==> src/rtl/ppi_pkg.sv <==
package ppi_pkg;
   localparam logic [1:0] SEL_PA  = 2'b00;
   localparam logic [1:0] SEL_PB  = 2'b01;
   localparam logic [1:0] SEL_PC  = 2'b10;
   localparam logic [1:0] SEL_CMD = 2'b11;

   // field order follows the command word bit positions 6..0
   typedef struct packed {
      logic [1:0] grp_a_mode;
      logic       a_in;
      logic       cu_in;
      logic       grp_b_mode;
      logic       b_in;
      logic       cl_in;
   } mode_word_t;

   localparam mode_word_t MODE_RST = 7'h1B;
endpackage

==> src/rtl/ppi_strobe_sync.sv <==
module ppi_strobe_sync #(
   parameter int STAGES = 2
) (
   input  logic clk,
   input  logic rst,
   input  logic strobe_n,
   output logic released
);
   generate
      if (STAGES < 2) begin : g_bad
         $error("STAGES must be at least 2");
      end
   endgenerate

   logic [STAGES-1:0] sr;
   logic              prev;

   always_ff @(posedge clk or posedge rst) begin
      if (rst) begin
         sr   <= '1;
         prev <= 1'b1;
      end else begin
         sr   <= {sr[STAGES-2:0], strobe_n};
         prev <= sr[STAGES-1];
      end
   end

   assign released = sr[STAGES-1] & ~prev;


   release_pulse_chk: assert property (@(posedge clk) disable iff (rst)
      released |=> !released);
endmodule

==> src/rtl/ppi_cmd_decode.sv <==
module ppi_cmd_decode
   import ppi_pkg::*;
#(
   parameter int W = 8
) (
   input  logic         clk,
   input  logic         rst,
   input  logic         wr_n,
   input  logic         cs_n,
   input  logic [1:0]   addr,
   input  logic [W-1:0] din,
   input  logic         commit,
   output logic         mode_set,
   output logic         bit_op,
   output logic         ld_a,
   output logic         ld_b,
   output logic         ld_c,
   output logic [W-1:0] data,
   output logic [6:0]   mode_word,
   output logic [2:0]   bit_sel,
   output logic         bit_val
);
   logic         h_sel;
   logic [1:0]   h_addr;
   logic [W-1:0] h_data;

   // capture the bus while the raw strobe is low
   always_ff @(posedge clk or posedge rst) begin
      if (rst) begin
         h_sel  <= 1'b0;
         h_addr <= '0;
         h_data <= '0;
      end else if (!wr_n) begin
         h_sel  <= ~cs_n;
         h_addr <= addr;
         h_data <= din;
      end
   end

   logic go;
   assign go        = commit & h_sel;
   assign mode_set  = go & (h_addr == SEL_CMD) & h_data[7];
   assign bit_op    = go & (h_addr == SEL_CMD) & ~h_data[7];
   assign ld_a      = go & (h_addr == SEL_PA);
   assign ld_b      = go & (h_addr == SEL_PB);
   assign ld_c      = go & (h_addr == SEL_PC);
   assign data      = h_data;
   assign mode_word = h_data[6:0];
   assign bit_sel   = h_data[3:1];
   assign bit_val   = h_data[0];


   one_cmd_chk: assert property (@(posedge clk) disable iff (rst)
      $countones({mode_set, bit_op, ld_a, ld_b, ld_c}) <= 1);
endmodule

==> src/rtl/ppi_mode_reg.sv <==
module ppi_mode_reg
   import ppi_pkg::*;
(
   input  logic       clk,
   input  logic       rst,
   input  logic       mode_set,
   input  logic [6:0] word_in,
   output mode_word_t mode_q
);
   always_ff @(posedge clk or posedge rst) begin
      if (rst)           mode_q <= MODE_RST;
      else if (mode_set) mode_q <= mode_word_t'(word_in);
   end


   mode_hold_chk: assert property (@(posedge clk) disable iff (rst)
      !mode_set |=> $stable(mode_q));
endmodule

==> src/rtl/ppi_port_latch.sv <==
module ppi_port_latch #(
   parameter int W     = 8,
   parameter int SEL_W = $clog2(W)
) (
   input  logic             clk,
   input  logic             rst,
   input  logic             clr,
   input  logic [W-1:0]     clr_mask,
   input  logic             ld,
   input  logic [W-1:0]     ld_data,
   input  logic             bit_we,
   input  logic [SEL_W-1:0] bit_sel,
   input  logic             bit_val,
   output logic [W-1:0]     q
);
   always_ff @(posedge clk or posedge rst) begin
      if (rst)         q <= '0;
      else if (clr)    q <= q & ~clr_mask;
      else if (ld)     q <= ld_data;
      else if (bit_we) q[bit_sel] <= bit_val;
   end


   clear_zero_chk: assert property (@(posedge clk) disable iff (rst)
      clr |=> ((q & $past(clr_mask)) == '0));


   bit_write_chk: assert property (@(posedge clk) disable iff (rst)
      (bit_we && !clr && !ld) |=>
         (((q >> $past(bit_sel)) & W'(1)) == W'($past(bit_val))));
endmodule

==> src/rtl/ppi_read_mux.sv <==
module ppi_read_mux
   import ppi_pkg::*;
#(
   parameter int W = 8
) (
   input  logic [1:0]   addr,
   input  mode_word_t   mode_q,
   input  logic [W-1:0] la,
   input  logic [W-1:0] lb,
   input  logic [W-1:0] lc,
   input  logic [W-1:0] pa_in,
   input  logic [W-1:0] pb_in,
   input  logic [W-1:0] pc_in,
   output logic [W-1:0] rdata
);
   localparam int H = W / 2;
   logic [W-1:0] c_view;

   assign c_view = {mode_q.cu_in ? pc_in[W-1:H] : lc[W-1:H],
                    mode_q.cl_in ? pc_in[H-1:0] : lc[H-1:0]};

   always_comb begin
      case (addr)
         SEL_PA:  rdata = mode_q.a_in ? pa_in : la;
         SEL_PB:  rdata = mode_q.b_in ? pb_in : lb;
         SEL_PC:  rdata = c_view;
         default: rdata = {1'b1, mode_q};
      endcase
   end
endmodule

==> src/rtl/ppi_regif.sv <==
module ppi_regif
   import ppi_pkg::*;
#(
   parameter int SYNC_STAGES = 2,
   parameter int PORT_W      = 8
) (
   input  logic              clk,
   input  logic              rst,
   input  logic              cs_n,
   input  logic              rd_n,
   input  logic              wr_n,
   input  logic [1:0]        addr,
   input  logic [PORT_W-1:0] din,
   output logic [PORT_W-1:0] dout,
   output logic              dout_oe,
   input  logic [PORT_W-1:0] pa_in,
   input  logic [PORT_W-1:0] pb_in,
   input  logic [PORT_W-1:0] pc_in,
   output logic [PORT_W-1:0] pa_out,
   output logic [PORT_W-1:0] pb_out,
   output logic [PORT_W-1:0] pc_out,
   output logic [PORT_W-1:0] pa_oe,
   output logic [PORT_W-1:0] pb_oe,
   output logic [PORT_W-1:0] pc_oe
);
   localparam int HALF = PORT_W / 2;

   generate
      if (PORT_W != 8) begin : g_bad_w
         $error("PORT_W must be 8 to match the command word layout");
      end
   endgenerate

   logic              commit;
   logic              mode_set, bit_op, ld_a, ld_b, ld_c, bit_val;
   logic [PORT_W-1:0] wdata;
   logic [6:0]        mode_word;
   logic [2:0]        bit_sel;
   mode_word_t        mode_q, mode_nx;
   logic [PORT_W-1:0] rdata;

   ppi_strobe_sync #(.STAGES(SYNC_STAGES)) u_sync (
      .clk(clk), .rst(rst), .strobe_n(wr_n), .released(commit));

   ppi_cmd_decode #(.W(PORT_W)) u_dec (
      .clk(clk), .rst(rst), .wr_n(wr_n), .cs_n(cs_n), .addr(addr),
      .din(din), .commit(commit), .mode_set(mode_set), .bit_op(bit_op),
      .ld_a(ld_a), .ld_b(ld_b), .ld_c(ld_c), .data(wdata),
      .mode_word(mode_word), .bit_sel(bit_sel), .bit_val(bit_val));

   ppi_mode_reg u_mode (
      .clk(clk), .rst(rst), .mode_set(mode_set), .word_in(mode_word),
      .mode_q(mode_q));

   assign mode_nx = mode_word_t'(mode_word);

   ppi_port_latch #(.W(PORT_W)) u_la (
      .clk(clk), .rst(rst), .clr(mode_set),
      .clr_mask({PORT_W{~mode_nx.a_in}}), .ld(ld_a), .ld_data(wdata),
      .bit_we(1'b0), .bit_sel(bit_sel), .bit_val(bit_val), .q(pa_out));

   ppi_port_latch #(.W(PORT_W)) u_lb (
      .clk(clk), .rst(rst), .clr(mode_set),
      .clr_mask({PORT_W{~mode_nx.b_in}}), .ld(ld_b), .ld_data(wdata),
      .bit_we(1'b0), .bit_sel(bit_sel), .bit_val(bit_val), .q(pb_out));

   ppi_port_latch #(.W(PORT_W)) u_lc (
      .clk(clk), .rst(rst), .clr(mode_set),
      .clr_mask({{HALF{~mode_nx.cu_in}}, {HALF{~mode_nx.cl_in}}}),
      .ld(ld_c), .ld_data(wdata),
      .bit_we(bit_op), .bit_sel(bit_sel), .bit_val(bit_val), .q(pc_out));

   ppi_read_mux #(.W(PORT_W)) u_rmux (
      .addr(addr), .mode_q(mode_q), .la(pa_out), .lb(pb_out), .lc(pc_out),
      .pa_in(pa_in), .pb_in(pb_in), .pc_in(pc_in), .rdata(rdata));

   assign pa_oe   = {PORT_W{~mode_q.a_in}};
   assign pb_oe   = {PORT_W{~mode_q.b_in}};
   assign pc_oe   = {{HALF{~mode_q.cu_in}}, {HALF{~mode_q.cl_in}}};
   assign dout_oe = ~cs_n & ~rd_n;
   assign dout    = dout_oe ? rdata : '0;


   cmd_read_flag_chk: assert property (@(posedge clk) disable iff (rst)
      (dout_oe && addr == SEL_CMD) |-> dout[7]);


   pa_pass_chk: assert property (@(posedge clk) disable iff (rst)
      (dout_oe && addr == SEL_PA && pa_oe == '0) |-> (dout == pa_in));


   oe_follow_chk: assert property (@(posedge clk) disable iff (rst)
      mode_set |=> (pa_oe[0] == ~$past(din_view_a())));

   function automatic logic din_view_a();
      return mode_nx.a_in;
   endfunction
endmodule

==> config.mk <==
export PLATFORM = sky130hd
export DESIGN_NAME = ppi_regif
export DESIGN_NICKNAME = d
export VERILOG_FILES = /design/src/rtl/ppi_pkg.sv /design/src/rtl/ppi_strobe_sync.sv /design/src/rtl/ppi_cmd_decode.sv /design/src/rtl/ppi_mode_reg.sv /design/src/rtl/ppi_port_latch.sv /design/src/rtl/ppi_read_mux.sv /design/src/rtl/ppi_regif.sv
export SDC_FILE = /design/constraint.sdc
export NUM_CORES = 1
export LEC_CHECK = 0
export ABC_AREA = 1
export BUFFER_PORTS_ARGS = -buffer_cell sky130_fd_sc_hd__buf_2
export CORE_AREA = 3 3 100 111
export CTS_CLUSTER_DIAMETER = 60
export DETAILED_ROUTE_END_ITERATION = 10
export DIE_AREA = 0 0 103 114
export HOLD_SLACK_MARGIN = 0.02
export PLACE_DENSITY = 0.5
export SYNTH_ARGS = -nofsm -noshare
export SYNTH_HDL_FRONTEND = slang
export SYNTH_SLANG_ARGS = --single-unit
==> constraint.sdc <==
create_clock -name clk -period 1.7 [get_ports clk]
set_input_delay 0.255 -clock clk [delete_from_list [all_inputs] [get_ports clk]]
set_output_delay 0.255 -clock clk [all_outputs]
set_load 0.005 [all_outputs]
# Yosys cells after proc, flatten, opt, wreduce, memory -nomap -nowiden
# Index checks and enable logic that the tools add are counted.
# W data, S select, Z words.
dict set report totals {
  mem_count 0
  latchBits 0
  out_inout_bits 57
  inputBits 39
  register_bits 45
  rom_bits 0
  mem_bits_rw 0
}
dict set report op_classes {
  div 0
  n_bitwise 27
  n_mux 16
  n_mul 0
  n_reduce_logical 6
  order_cmp 2
  n_addsub 0
  shifts 0
  eq_ne 5
}
# operator n
set ops {}
lappend ops {{$mux W8} 10}
lappend ops {{$and A8 B8 Y8} 3}
lappend ops {{$not A8 Y8} 3}
lappend ops {{$pmux W8 S3} 1}
lappend ops {{$not A1 Y1} 12}
lappend ops {{$and A1 B1 Y1} 9}
lappend ops {{$bwmux W8} 1}
lappend ops {{$mux W4} 2}
lappend ops {{$eq A2 B2 Y1 const B} 3}
lappend ops {{$eq A2 B1 Y1 const B} 2}
lappend ops {{$logic_not A2 Y1} 2}
lappend ops {{$lt A3 B4 Y1 const B} 1}
lappend ops {{$reduce_bool A2 Y1} 2}
lappend ops {{$demux W1 S3} 1}
lappend ops {{$ge A3 B1 Y1 const B} 1}
lappend ops {{$reduce_bool A3 Y1} 1}
lappend ops {{$logic_and A1 B1 Y1} 1}
lappend ops {{$mux W1} 1}

# Longest topological paths before layout
dict set report depth {
  depth_word 8
  depth_mapped 10
  mapped_depth_nobuf 8
}

# Hierarchy
# From an unflattened synthesis, not the netlist that was laid out.
dict set report hier_totals {
  cells_unflattened 599
  hier_area_um2 3737.3
}
# mod cells_per_inst n_inst area_each_um2
set modules_own_cells {}
lappend modules_own_cells {ppi_port_latch 106 3 655.6}
lappend modules_own_cells {ppi_cmd_decode 65 1 560.5}
lappend modules_own_cells {ppi_read_mux 130 1 553.0}
lappend modules_own_cells {ppi_regif 49 1 286.5}
lappend modules_own_cells {ppi_mode_reg 31 1 277.8}
lappend modules_own_cells {ppi_strobe_sync 6 1 92.6}

# Worst setup path after synthesis
# No wires, ideal clock.
dict set report synth_path {
  path_kind {register -> output}
  from {reg, netlist name u_mode.mode_q[4]}
  to {out dout[0]}
  stages_incl_launch_ff 9
  setup_slack_ns 0.058
  n_path_buf 2
  arrival_ns 1.387
  path_cell_list {dfstp_2 > buf_2 > inv_1 > clkbuf_1 > o21a_1 > o21ai_0 > nand3_1 > nand2_1 > inv_1}
}
dict set report synth_via {
  elab_chain_len 3
}
# item line
set synth_rtl {}
lappend synth_rtl {{$mux W8} ppi_read_mux.sv:24} ;# SEL_PA: rdata = mode_q.a_in ? pa_in : la;
lappend synth_rtl {{$pmux W8 S3} ppi_read_mux.sv:23} ;# case (addr)
lappend synth_rtl {{$mux W8} ppi_regif.sv:81} ;# assign dout = dout_oe ? rdata : '0;
lappend synth_rtl {{end: declaration} ppi_regif.sv:14} ;# output logic [PORT_W-1:0] dout,
# Every way passes these cells.

# Final worst setup path
dict set report layout_path {
  from {reg, netlist name u_mode.mode_q[0]}
  to {out dout[1]}
}
dict set report layout_via {
  elab_chain_len 3
}
# item line
set layout_rtl {}
lappend layout_rtl {{$mux W4} ppi_read_mux.sv:20} ;# mode_q.cl_in ? pc_in[H-1:0] : lc[H-1:0]};
lappend layout_rtl {{$pmux W8 S3} ppi_read_mux.sv:23}
lappend layout_rtl {{$mux W8} ppi_regif.sv:81}
# Every way passes these cells.

==> flow_summary.toml <==
[power_and_ir_drop]
vdd_drop_max_v = 0.000282
power_density_nw_per_um2 = 998
total_leakage_power_nw = 1.96
power_mw = 3.67

[sta]
tightest_slew_ns = 0.591
max_freq_ghz = 0.534
finalHoldViolCount = 0
relSlewSlack_pct = 60.6
period_needed_ns = 1.87
fin_hold_ws_ns = 0.0680
drv_slew = 0
fin_worst_skew_ns = 0.0132
setup_violations = 8
fin_crit_sh_pct = 110
setup_slack_ns = -0.173
rsz0062_at_grt = "yes"

[layout]
antenna-diode-count = 0
nFillCells = 1106
multi_input_area_sq_um = 1430
layout_common_cells = "nand2_1 (113), buf_2 (95), nor2_1 (42)"
nets = 534
area_growth_pct = 27.1
final_common_cell = "nand2_1"
layout-drive-gt1-share_pct = 34.9
seqCellArea_sq_um = 1130

[global_routing]
grt_first_pass_wirelength_um = 15000
antenna_found_initial = 0
grt_max_degree = 46
gr-usage-all-layers_pct = 16.3
grt_overflow = 0
grt_pass1_vias = 2927

[floorplan]
start_util_pct = 29.0
io_pins = 96
fp-row-count = 38
coreArea_sq_um = 9980
die_y_um = 114
die_width_um = 103
dieArea_sq_um = 11700

[synth]
ys_ff_latch = 45
yosys-top-cells-area = "dfrtp_1 (33%), nand2_1 (15%), nand3_1 (6.4%)"
syn_area_per_cell_sq_um = 7.13
syn_area_sq_um = 2900
synth.distinct_cells = 31
synth_area_leader_cell = "dfrtp_1"
ys_seq_area_share_pct = 39.2
post-synth-top-area-fraction_pct = 32.8
syn_inst = 406
synth-warning-count = 0
syn-num-nets = 445

[clock_tree]
cts_root_buf = "clkbuf_8"
cts_max_path_buffers = 2
cts_tree = "yes"
cts.clk_slew.worst_paths_ns = 0.10
htree_levels = 2
worstSkewPairLatency_ns = 0.31
numCtsBuffers = 5
cts.sinks = 45

[routing]
vias_per_cell = 4.85
wirelength_um = 9440
drt_drc_violations_left = 0
vias = 2990
drtPass1Iterations = 5
wl_per_cell_um = 15.3
detail-route-antenna-nets = 0
drtIter0Drc = 216

[worst_setup_path]
crit_arrival_ns = 1.62
critPathMaxFanout = 6
r2r_cells = 7
r2r_start = "u_sync.sr[1]"
reg2reg_to = "u_lc.q[7]"
end_kind = "output pin"
critPathRequiredTime_ns = 1.44
reg2reg_slack_ns = 0.14
critPathLaunchType = "flop"
critPathKind = "flop to output pin"

[place]
hpwlAfterDp_um = 7210
portBuffers = 95
routabilityCongestion = 0.856
pre_cts_ws_ns = 0.0848

[outcome]
status = "complete, but fails checks"
violations = "setup timing"

[run]
maxCapViolations = 0

[hold_path]
hold_class = "input pin to asynchronous set/reset pin"
[synth_stat cells, drive strengths merged]
library cell	instances
a21oi	13
a22oi	2
a31oi	8
buf	32
clkbuf	8
clkinv	5
dfrtp	38
dfstp	7
inv	25
nand2	121
nand3	38
nand4	13
nor2	47
nor3	2
o21a	2
o21ai	42
o31ai	1
or2	2
[sequential cells by signal (all words and copies together), names as in the netlist]
| name | flops |
|---|---|
| u_dec.data | 8 |
| u_la.q | 8 |
| u_sync.sr | 2 |
| u_dec.h_addr | 2 |
| u_lb.q | 8 |
| u_mode.mode_q | 7 |
| u_dec.h_sel | 1 |
| u_sync.prev | 1 |
| u_lc.q | 8 |
[area by class of cell]
| class | instances | share of cell area, % |
|---|---|---|
| Clock buffer | 5 | 1.87 |
| Sequential cell | 45 | 30.9 |
| Tap cell | 120 | 4.08 |
| Multi-Input combinational cell | 291 | 38.8 |
| Timing Repair Buffer | 122 | 19.5 |
| Clock inverter | 3 | 1.26 |
| Inverter | 30 | 3.61 |
[through the flow]
stage / TNS, ns / std cells / instance area, sq um / util (%)
after floorplan: 0 / 406 / 2900 / -
after CTS: -1.03 / 614 / 3640 / 36.4
after detailed placement: 0 / 601 / 3440 / 34.4
after global placement: 0 / 601 / 3440 / 34.4
after global routing: -1.85 / 616 / 3680 / 36.8
final: -1.04 / 616 / 3680 / 36.8
[power breakdown]
part	internal [mW]	total [mW]	switching [mW]	leakage, nW
clock network	0.440	0.845	0.404	0.0543
logic	0.595	1.29	0.698	1.36
registers	1.30	1.53	0.235	0.548
[worst max-delay path, cell delays in order, from the launching register on]
cell and delay [ns]:
dfstp_2 0.56, buf_4 0.12, inv_4 0.04, buf_6 0.11
nand2_1 0.06, nand3_2 0.10, a21oi_2 0.14, nor2_1 0.06
buf_2 0.12
[worst max-delay path by stage]
stage	start	to	slack [ns]
2_1_floorplan	u_mode.mode_q[4]	dout[0]	0.06
3_3_place_gp	addr[1]	dout[3]	0.08
3_5_place_dp	addr[1]	dout[3]	0.08
4_1_cts	u_mode.mode_q[4]	dout[7]	-0.15
5_1_grt	u_mode.mode_q[3]	dout[6]	-0.28
6_report	u_mode.mode_q[0]	dout[1]	-0.17
[metal layers]
metal  part of all wire, %  GRT usage (%)  vias to the layer above
met4                   2.6           6.13                        0
met3                   6.1           2.39                       18
li1                      -              -                     1485
met2                    45           25.7                      123
met1                    46           22.5                     1364
met5                     0              0                        -
[kinds of logic (layout without fill, tap and decap cells)]
kind of cell	Yosys count	in the layout	synth area share, %
compound gates	68	68	13.2
buf+inv	70	160	13.2
simple gates	223	223	34.4
flops	45	45	39.2
[timing repair]
item | 4_1_cts | 5_1_grt
pin swaps | 10 | 10
hold buffers | 0 | 0
setup endpoints to repair | 16 | 16
hold endpoints to repair | 0 | 0
buffers inserted | 5 | 2
resized for setup | 31 | 10
(Power assumes the default switching activity.)
